[config.mk]
export PLATFORM = sky130hd
export DESIGN_NAME = rx_addr_filter_wol
export DESIGN_NICKNAME = d
export VERILOG_FILES = /design/src/rtl/rxf_pkg.sv /design/src/rtl/rxf_classify.sv /design/src/rtl/rxf_accept.sv /design/src/rtl/rxf_wake_status.sv /design/src/rtl/rx_addr_filter_wol.sv
export SDC_FILE = /design/constraint.sdc
export NUM_CORES = 1
export LEC_CHECK = 0
export BUFFER_PORTS_ARGS = -buffer_cell sky130_fd_sc_hd__buf_2
export CORE_MARGIN = 10
export CORE_UTILIZATION = 30
export DETAILED_ROUTE_END_ITERATION = 8
export GPL_TIMING_DRIVEN = 0
export PLACE_DENSITY = 0.77
export SYNTH_ARGS = -nofsm -noshare
export SYNTH_HDL_FRONTEND = slang
export SYNTH_SLANG_ARGS = --single-unit
[constraint.sdc]
create_clock -name clk -period 3 [get_ports clk]
set_clock_uncertainty 0.1 [all_clocks]
set_input_delay 0.75 -clock clk [delete_from_list [all_inputs] [get_ports clk]]
set_output_delay 0.75 -clock clk [all_outputs]
set_load 0.005 [all_outputs]
[src/rtl/rxf_pkg.sv]
package rxf_pkg;
  localparam int ADDR_W   = 48;
  localparam int NUM_PAT  = 4;
  localparam int NUM_CLS  = 6;
  localparam int CTRL_W   = NUM_CLS + 1 + NUM_PAT + 2;
  localparam int STAT_W   = 4;
  // control word layout
  localparam int C_UCAST  = 0;
  localparam int C_BCAST  = 1;
  localparam int C_MCAST  = 2;
  localparam int C_UHASH  = 3;
  localparam int C_MHASH  = 4;
  localparam int C_PERF   = 5;
  localparam int C_AND    = NUM_CLS;
  localparam int C_PAT0   = NUM_CLS + 1;
  localparam int C_MAGWK  = C_PAT0 + NUM_PAT;
  localparam int C_FILTWK = C_MAGWK + 1;
  // status word layout
  localparam int S_PERF   = 0;
  localparam int S_PAT    = 1;
  localparam int S_FILT   = 2;
  localparam int S_MAGIC  = 3;

  typedef struct packed {
    logic ucast;
    logic bcast;
    logic mcast;
    logic perfect;
  } addr_class_t;
endpackage

[src/rtl/rxf_classify.sv]
module rxf_classify
  import rxf_pkg::*;
#(
  parameter int AW = ADDR_W
) (
  input  logic [AW-1:0] dest_i,
  input  logic [AW-1:0] station_i,
  output addr_class_t   cls_o
);
  localparam int GRP_BIT = AW - 8;

  logic all_ones;
  assign all_ones = &dest_i;

  always_comb begin
    cls_o.bcast   = all_ones;
    cls_o.mcast   = dest_i[GRP_BIT] & ~all_ones;
    cls_o.ucast   = ~dest_i[GRP_BIT];
    cls_o.perfect = (dest_i == station_i);
  end

  always_comb begin
    assert (!(cls_o.ucast && (cls_o.mcast || cls_o.bcast))) else $error("AST_ONE_KIND");
  end
endmodule

[src/rtl/rxf_accept.sv]
module rxf_accept
  import rxf_pkg::*;
#(
  parameter int NP = NUM_PAT
) (
  input  addr_class_t     cls_i,
  input  logic            uc_hash_i,
  input  logic            mc_hash_i,
  input  logic [NP-1:0]   pat_hit_i,
  input  logic [NP-1:0]   pat_en_i,
  input  logic [NUM_CLS-1:0] cls_en_i,
  input  logic            and_mode_i,
  output logic            accept_o,
  output logic            pat_o,
  output logic            perf_en_hit_o,
  output logic            hash_en_hit_o
);
  logic [NUM_CLS-1:0] cls_hit;
  logic [NP-1:0]      pat_gated;

  always_comb begin
    cls_hit[C_UCAST] = cls_i.ucast;
    cls_hit[C_BCAST] = cls_i.bcast;
    cls_hit[C_MCAST] = cls_i.mcast;
    cls_hit[C_UHASH] = cls_i.ucast & uc_hash_i;
    cls_hit[C_MHASH] = cls_i.mcast & mc_hash_i;
    cls_hit[C_PERF]  = cls_i.perfect;
  end

  for (genvar k = 0; k < NP; k++) begin : g_pat
    assign pat_gated[k] = pat_hit_i[k] & pat_en_i[k];
  end

  logic grp;
  assign grp           = |(cls_hit & cls_en_i);
  assign pat_o         = |pat_gated;
  assign perf_en_hit_o = cls_hit[C_PERF] & cls_en_i[C_PERF];
  assign hash_en_hit_o = (cls_hit[C_UHASH] & cls_en_i[C_UHASH]) |
                         (cls_hit[C_MHASH] & cls_en_i[C_MHASH]);
  assign accept_o      = and_mode_i ? (grp & pat_o) : (grp | pat_o);

  always_comb begin
    assert (!(pat_en_i == '0 && pat_o)) else $error("AST_PAT_NEEDS_EN");
  end
endmodule

[src/rtl/rxf_wake_status.sv]
module rxf_wake_status
  import rxf_pkg::*;
#(
  parameter int SW = STAT_W
) (
  input  logic          clk,
  input  logic          rst_n,
  input  logic [SW-1:0] set_i,
  input  logic          clr_we_i,
  input  logic [SW-1:0] clr_mask_i,
  output logic [SW-1:0] status_o
);
  logic [SW-1:0] status_q;
  logic [SW-1:0] keep;

  for (genvar b = 0; b < SW; b++) begin : g_bit
    assign keep[b] = status_q[b] & ~(clr_we_i & clr_mask_i[b]);
    always_ff @(posedge clk or negedge rst_n) begin
      if (!rst_n) status_q[b] <= 1'b0;
      else        status_q[b] <= keep[b] | set_i[b];
    end
  end

  assign status_o = status_q;

  AST_STICKY: assert property (@(posedge clk) disable iff (!rst_n)
    !clr_we_i |=> ((status_q & $past(status_q)) == $past(status_q)));
  AST_SET_WINS: assert property (@(posedge clk) disable iff (!rst_n)
    (|set_i) |=> ((status_q & $past(set_i)) == $past(set_i)));
endmodule

[src/rtl/rx_addr_filter_wol.sv]
module rx_addr_filter_wol
  import rxf_pkg::*;
(
  input  logic              clk,
  input  logic              rst_n,
  input  logic              frame_end_i,
  input  logic [ADDR_W-1:0] dest_addr_i,
  input  logic [ADDR_W-1:0] station_addr_i,
  input  logic              uc_hash_hit_i,
  input  logic              mc_hash_hit_i,
  input  logic [NUM_PAT-1:0] pat_hit_i,
  input  logic              magic_hit_i,
  input  logic [CTRL_W-1:0] ctrl_i,
  input  logic              clr_we_i,
  input  logic [STAT_W-1:0] clr_mask_i,
  output logic              decision_valid_o,
  output logic              decision_accept_o,
  output logic [STAT_W-1:0] wake_status_o,
  output logic              wake_irq_o
);
  addr_class_t cls;
  logic accept_c, pat_c, perf_c, hash_c;
  logic [STAT_W-1:0] wake_set;

  rxf_classify #(.AW(ADDR_W)) u_cls (
    .dest_i(dest_addr_i), .station_i(station_addr_i), .cls_o(cls)
  );

  rxf_accept #(.NP(NUM_PAT)) u_acc (
    .cls_i(cls), .uc_hash_i(uc_hash_hit_i), .mc_hash_i(mc_hash_hit_i),
    .pat_hit_i(pat_hit_i), .pat_en_i(ctrl_i[C_PAT0 +: NUM_PAT]),
    .cls_en_i(ctrl_i[NUM_CLS-1:0]), .and_mode_i(ctrl_i[C_AND]),
    .accept_o(accept_c), .pat_o(pat_c), .perf_en_hit_o(perf_c),
    .hash_en_hit_o(hash_c)
  );

  logic filt_ev;
  assign filt_ev = frame_end_i & ctrl_i[C_FILTWK];

  always_comb begin
    wake_set          = '0;
    wake_set[S_PERF]  = filt_ev & perf_c;
    wake_set[S_PAT]   = filt_ev & pat_c;
    wake_set[S_FILT]  = filt_ev & (perf_c | hash_c | pat_c);
    wake_set[S_MAGIC] = frame_end_i & ctrl_i[C_MAGWK] & magic_hit_i;
  end

  rxf_wake_status #(.SW(STAT_W)) u_wst (
    .clk(clk), .rst_n(rst_n), .set_i(wake_set), .clr_we_i(clr_we_i),
    .clr_mask_i(clr_mask_i), .status_o(wake_status_o)
  );

  assign wake_irq_o = |wake_status_o;

  always_ff @(posedge clk or negedge rst_n) begin
    if (!rst_n) begin
      decision_valid_o  <= 1'b0;
      decision_accept_o <= 1'b0;
    end else begin
      decision_valid_o  <= frame_end_i;
      decision_accept_o <= frame_end_i & accept_c;
    end
  end

  AST_PULSE_AFTER_END: assert property (@(posedge clk) disable iff (!rst_n)
    frame_end_i |=> decision_valid_o);
  AST_NO_PULSE_IDLE: assert property (@(posedge clk) disable iff (!rst_n)
    !frame_end_i |=> (!decision_valid_o && !decision_accept_o));
  AST_AND_NEEDS_PAT: assert property (@(posedge clk) disable iff (!rst_n)
    (frame_end_i && ctrl_i[C_AND] && ((pat_hit_i & ctrl_i[C_PAT0 +: NUM_PAT]) == '0))
    |=> !decision_accept_o);
  AST_BCAST_TAKEN: assert property (@(posedge clk) disable iff (!rst_n)
    (frame_end_i && !ctrl_i[C_AND] && ctrl_i[C_BCAST] && (&dest_addr_i))
    |=> decision_accept_o);
  AST_MAGIC_WAKES: assert property (@(posedge clk) disable iff (!rst_n)
    (frame_end_i && ctrl_i[C_MAGWK] && magic_hit_i) |=> wake_irq_o);
endmodule

==> impl_metrics.csv, run 1 <==
group,metric,value,unit
outcome,status,"finished clean",
yosys,yosysMostFrequentCell,"xor2_1",
sta,clock.fmax,0.471,GHz
yosys,avgSynthCellArea,8.23,sq um
routing,vias_per_cell,4.76,
clocking,cts_buffers,3,
yosys,synth_area,0.00101,sq mm
pwr,ir_drop,0.0768,mV
pwr,pwr_density_cell,212,mW/mm^2
placed_design,port_buffers,130,
critical_path,path_max_fanout,3,
routing,dr_wl_met2,2.41,mm
yosys,netlist_instances,123,
global_route,grt_pass1_vias,1622,
routing,drc,0,
routing,drtIter0Drc,33,
critical_path,arrival,1.27,ns
final_layout,fin_nets,382,
floorplan,core,0.00331,sq mm
global_route,grt_start_max_net_pins,7,
routing,first_pass_iters,4,
yosys,synth-edff-count,0,
yosys,synth-seq-area-share,14.8,%
global_route,grt_pass1_wl,7.22,mm
placed_design,hpwlAfterDp,4.63,mm
routing,wirelength,4.89,mm
clocking,cts_hold_buf,0,
critical_path,critical_path_required,2.15,ns
routing,wl_per_cell,16.2,microns
final_layout,drive_gt1_share,55.9,%
sta,post-route-min-period,2.12,ns
sta,setup-tns-final,0,ns
yosys,synth-seq-cells,6,
floorplan,ioPinCount,131,
clocking,cts_setup_buffers,0,
routing,antenna_left,0,
global_route,grt_overflow,0,
clocking,clockBufferDepth,2,
pwr,p_clk_share,20.0,%
clocking,h-tree-depth,1,
clocking,post_cts_resized,0,
floorplan,fp.dieH,78.1,microns
worst_hold_path,hold_path.class,"in2async",
final_layout,post-route-util,52.6,%
clocking,cts.sinks,6,
final_layout,n_antenna_cell,0,
pwr,p_int,0.243,mW
routing,top_layer_used,"met4",
floorplan,rows,21,
critical_path,cp-start-kind,"flop",
final_layout,fillCellCount,354,
pwr,leakage,0.907,nW
global_route,antenna_found_initial,0,
floorplan,dieArea,0.00610,sq mm
clocking,clockRootBuffer,"clkbuf_4",
pwr,p_switching,0.127,mW
global_route,track_usage,14.3,%
yosys,synth_fp_nets,247,
routing,met1_length,1.86,mm
placed_design,globalplace.congestion,0.838,
final_layout,area_growth,72.2,%
floorplan,start_util,30.6,%
critical_path,crit_start,"u_wst.status_o[1]",
sta,maxSlewHeadroom,60.1,%
routing,vias,1439,
yosys,netlist_top_cells_count,"xor2_1, nand4_1, nand2_1",
clocking,clk_latency,0.24,ns
yosys,synth_top_area_cell,"xor2_1",
clocking,cts_tree,"built",
critical_path,r2r-start,"u_wst.status_o[3]",
sta,rsz0062_at_grt,"false",
yosys,ys_types,27,
sta,setup_violations,0,
clocking,clk_pin_slew,0.05,ns
sta,final_hold_viol_count,0,
pwr,swShare,34.4,%
yosys,synth_warnings,0,
critical_path,crit_path_end_kind,"output pin",
pwr,p_total,0.370,mW
pwr,p_seq_share,25.0,%
sta,drv_slew,0,
final_layout,seqCellArea,150,sq um
yosys,ys_async_sr_fraction,100,%
yosys,netlist.area_leader.share,36.3,%
routing,wl_met3,593,microns
flow_run,maxCapViolations,0,
yosys,synth_ff_type,"dfrtp_1",
critical_path,crit_type,"reg2out",
yosys,synth_area_leaders,"xor2_1, dfrtp_1, nand4_1",
final_layout,multiInputGateArea,847,sq um
sta,fin_crit_sh,70.7,%
pwr,comb_power_share,55.0,%
floorplan,fp.dieW,78.1,microns
sta,tightestPinTransition,0.598,ns
[cell families (layout without fill, tap and decap cells)]
| kind of cell | Yosys count | after routing | synth area share, % |
|---|---|---|---|
| simple gates | 58 | 58 | 35.8 |
| flops | 6 | 6 | 14.8 |
| xor+xnor | 43 | 43 | 37.2 |
| buf+inv | 4 | 137 | 1.48 |
| compound gates | 12 | 12 | 10.6 |
[critical path: stages (launching register included)]
cell and delay, ns:
dfrtp_1 0.38, or4_1 0.51, buf_2 0.14
[stage by stage]
stage | std cells | instance area (sq um) | worst slack (ns) | hold slack, ns
3_3_place_gp | 299 | 1720 | 0.656 | 0.370
5_1_grt | 302 | 1740 | 0.673 | 0.228
6_report | 302 | 1740 | 0.878 | 0.214
4_1_cts | 302 | 1740 | 0.881 | 0.219
2_1_floorplan | 123 | 1010 | 1.01 | 0.354
3_5_place_dp | 299 | 1720 | 0.660 | 0.389
[cell type report]
class | instances | share of cell area [%]
timing repair buffer | 130 | 37.3
inverter | 4 | 0.861
multi-input combinational | 113 | 48.6
tap | 46 | 3.30
sequential | 6 | 8.61
clock buffer | 3 | 1.29
[state kept, by name (all words and copies together), names as in the netlist]
name               flops
u_wst.status_o         4
decision_valid_o       1
decision_accept_o      1
[layer usage]
layer | vias to the layer above | GRT usage (%)
met5 | - | 0
met4 | 0 | 2.15
met3 | 4 | 6.26
met2 | 81 | 25.8
met1 | 628 | 15.5
li1 | 726 | -
[power groups by stage]
stage	Combinational (mW)	Clock (mW)	Sequential [mW]
after global routing	0.226	0.0756	0.0943
after floorplan	0.0772	0	0.0948
after global placement	0.201	0	0.0935
after detailed placement	0.205	0	0.0938
final	0.203	0.0742	0.0925
after CTS	0.207	0.0738	0.0926
[cells in the final DEF (no fill, tap or decap), types with 2 or more instances in the layout]
| cell | instances |
|---|---|
| a221oi_1 | 2 |
| a31oi_1 | 2 |
| buf_2 | 130 |
| clkbuf_4 | 3 |
| dfrtp_1 | 6 |
| inv_1 | 3 |
| nand2_1 | 12 |
| nand2b_1 | 2 |
| nand3_1 | 4 |
| nand4_1 | 15 |
| nor2_1 | 4 |
| nor2b_1 | 3 |
| nor4_1 | 6 |
| nor4_2 | 7 |
| o21ai_0 | 2 |
| xor2_1 | 42 |
[worst paths after layout]
kind	cells after the start	slack (ns)	endpoint
max in group asynchronous	1	2.44	decision_valid_o
worst min register to register	2	0.40	u_wst.status_o[1]
min in group clk	2	0.40	u_wst.status_o[1]
worst max-delay path	2	0.88	wake_irq_o
worst min-delay path	1	0.21	u_wst.status_o[3]
worst max register to register	1	2.18	u_wst.status_o[3]
(Power assumes the default switching activity.)
==> run 2, diff against run 1 <==
- ABC_AREA: not set -> 1
- PLACE_DENSITY: 0.77 -> 0.7
- clock period: 3 -> 1.9 ns (I/O delays scaled with it)
==> impl_metrics.csv, run 2 <==
group,metric,value,unit
outcome,status,"finished clean",
floorplan,fp.dieH,89.1,microns
clocking,cts.sinks,6,
pwr,leakage,1.53,nW
yosys,synth_fp_nets,445,
global_route,grt_start_max_net_pins,7,
sta,timing.hold.ws,0.323,ns
final_layout,drive_gt1_share,30.5,%
critical_path,critical_path_required,1.32,ns
yosys,synth_area,0.00143,sq mm
yosys,synth-seq-area-share,10.5,%
sta,final_hold_viol_count,0,
yosys,synth_ff_type,"dfrtp_1",
critical_path,crit_path_end_kind,"output pin",
clocking,cts_tree,"built",
final_layout,n_antenna_cell,0,
final_layout,fillCellCount,549,
worst_hold_path,hold_path.class,"in2reg",
floorplan,start_util,30.7,%
final_layout,multiInputGateArea,0.00102,sq mm
clocking,clockRootBuffer,"clkbuf_8",
floorplan,ioPinCount,131,
sta,drv_slew,0,
global_route,track_usage,14.2,%
floorplan,rows,25,
sta,rsz0062_at_grt,"false",
critical_path,critPathBufInv,1,
routing,first_pass_iters,4,
critical_path,worst-r2r-cell-count,1,
sta,clock.fmax,0.553,GHz
yosys,synth-edff-count,0,
floorplan,core,0.00466,sq mm
final_layout,layout_commonest_cell,"nand2_1",
global_route,grt_pass1_wl,8.90,mm
critical_path,cp-start-kind,"flop",
clocking,clockBufferDepth,2,
sta,maxSlewHeadroom,85.7,%
critical_path,critPathSlowestCell,"or4_1",
yosys,synth_top_area_cell,"nand2_1",
yosys,avgSynthCellArea,4.46,sq um
routing,vias_per_cell,4.22,
critical_path,arrival,1.23,ns
worst_hold_path,worstHoldEndpoint,"decision_valid_o",
clocking,cts_buffers,3,
placed_design,hpwlAfterDp,5.55,mm
global_route,antenna_found_initial,1,
pwr,ir_drop,0.113,mV
final_layout,fin_nets,581,
global_route,grt_pass1_vias,2117,
routing,wirelength,5.86,mm
yosys,netlist.area_leader.share,42.7,%
yosys,ys_types,20,
worst_hold_path,min_path_cells,1,
routing,wl_per_cell,11.5,microns
critical_path,r2r-end,"u_wst.status_o[3]",
yosys,netlist_top_cells_count,"nand2_1, inv_1, nor2_1",
sta,setup_violations,0,
yosys,yosysMostFrequentCell,"nand2_1",
critical_path,path_max_fanout,3,
final_layout,post-route-util,47.2,%
critical_path,critPathTopFamily,"simple AND/OR/NAND/NOR gates",
pwr,pwr_density_cell,320,mW/mm^2
critical_path,r2r_slack,1.11,ns
yosys,synth_area_leaders,"nand2_1, inv_1, nor2_1",
sta,fin_crit_sh,95.2,%
sta,post-route-min-period,1.81,ns
sta,tightestPinTransition,0.214,ns
placed_design,globalplace.congestion,0.839,
yosys,netlist_instances,321,
yosys,synth_warnings,0,
routing,antenna_left,0,
clocking,clk_latency,0.22,ns
placed_design,port_buffers,130,
critical_path,r2r-start,"u_wst.status_o[3]",
clocking,h-tree-depth,1,
floorplan,dieArea,0.00793,sq mm
critical_path,crit_chain,"or4_1 > buf_2",
yosys,synth-seq-cells,6,
worst_hold_path,hold_path.startpoint,"frame_end_i",
floorplan,fp.dieW,89.1,microns
final_layout,final_cell_mix,"nand2_1, buf_2, inv_1",
final_layout,seqCellArea,150,sq um
pwr,p_total,0.705,mW
clocking,post_cts_resized,0,
flow_run,maxCapViolations,0,
critical_path,cpPeakStageDelay,0.50,ns
routing,drc,0,
yosys,ys_async_sr_fraction,100,%
critical_path,crit_type,"reg2out",
clocking,clk_pin_slew,0.03,ns
routing,vias,2149,
final_layout,area_growth,53.8,%
global_route,grt_overflow,0,
routing,drtIter0Drc,85,
sta,setup-tns-final,0,ns
final_layout,largest_reg_flops,4,
==> run 2: logic make-up after synthesis <==
logic type | Yosys count | share of synthesized area [%]
flops | 6 | 10.5
simple gates | 225 | 61.5
compound gates | 13 | 5.33
xor+xnor | 7 | 4.28
buf+inv | 70 | 18.4
==> run 2: report_power, final <==
part	leakage (nW)	switching [mW]	internal (mW)
registers	0.0744	0.00617	0.141
clock network	0.0216	0.0486	0.136
logic	1.43	0.189	0.185
total	1.53	0.243	0.461
==> run 2: metal layers <==
layer / global-route usage [%] / share of wire [%] / up-vias
li1: - / - / 1203
met1: 15.4 / 40 / 859
met2: 25.1 / 47 / 79
met3: 5.93 / 13 / 6
met4: 3.03 / 0.58 / 2
met5: 0 / 0.22 / -
==> run 2: final cells by class <==
class / instances / area share (%)
Clock buffer: 3 / 1.88
Tap cell: 54 / 3.07
Timing Repair Buffer: 131 / 30.0
Sequential cell: 6 / 6.82
Inverter: 70 / 11.9
Multi-Input combinational cell: 245 / 46.3
==> run 2: worst max-delay path by stage <==
stage,slack (ns),to,startpoint,cells past startpoint
2_1_floorplan,0.42,wake_irq_o,u_wst.status_o[1],1
6_report,0.09,wake_irq_o,u_wst.status_o[1],2
3_5_place_dp,0.22,u_wst.status_o[2],dest_addr_i[13],10
3_3_place_gp,0.22,u_wst.status_o[2],dest_addr_i[13],10
5_1_grt,0.06,wake_irq_o,u_wst.status_o[1],2
4_1_cts,0.09,wake_irq_o,u_wst.status_o[1],2
==> run 2: repair_timing <==
action	4_1_cts	5_1_grt
setup buffers	0	0
hold buffers	1	0
endpoints found under the hold margin	6	0
==> run 2: metrics by stage <==
| step | area (sq um) | instances | worst slack [ns] |
|---|---|---|---|
| 2_1_floorplan | 1430 | 321 | 0.416 |
| 3_3_place_gp | 2150 | 505 | 0.216 |
| 3_5_place_dp | 2150 | 505 | 0.216 |
| 4_1_cts | 2200 | 509 | 0.0878 |
| 5_1_grt | 2200 | 509 | 0.0605 |
| 6_report | 2200 | 509 | 0.0912 |
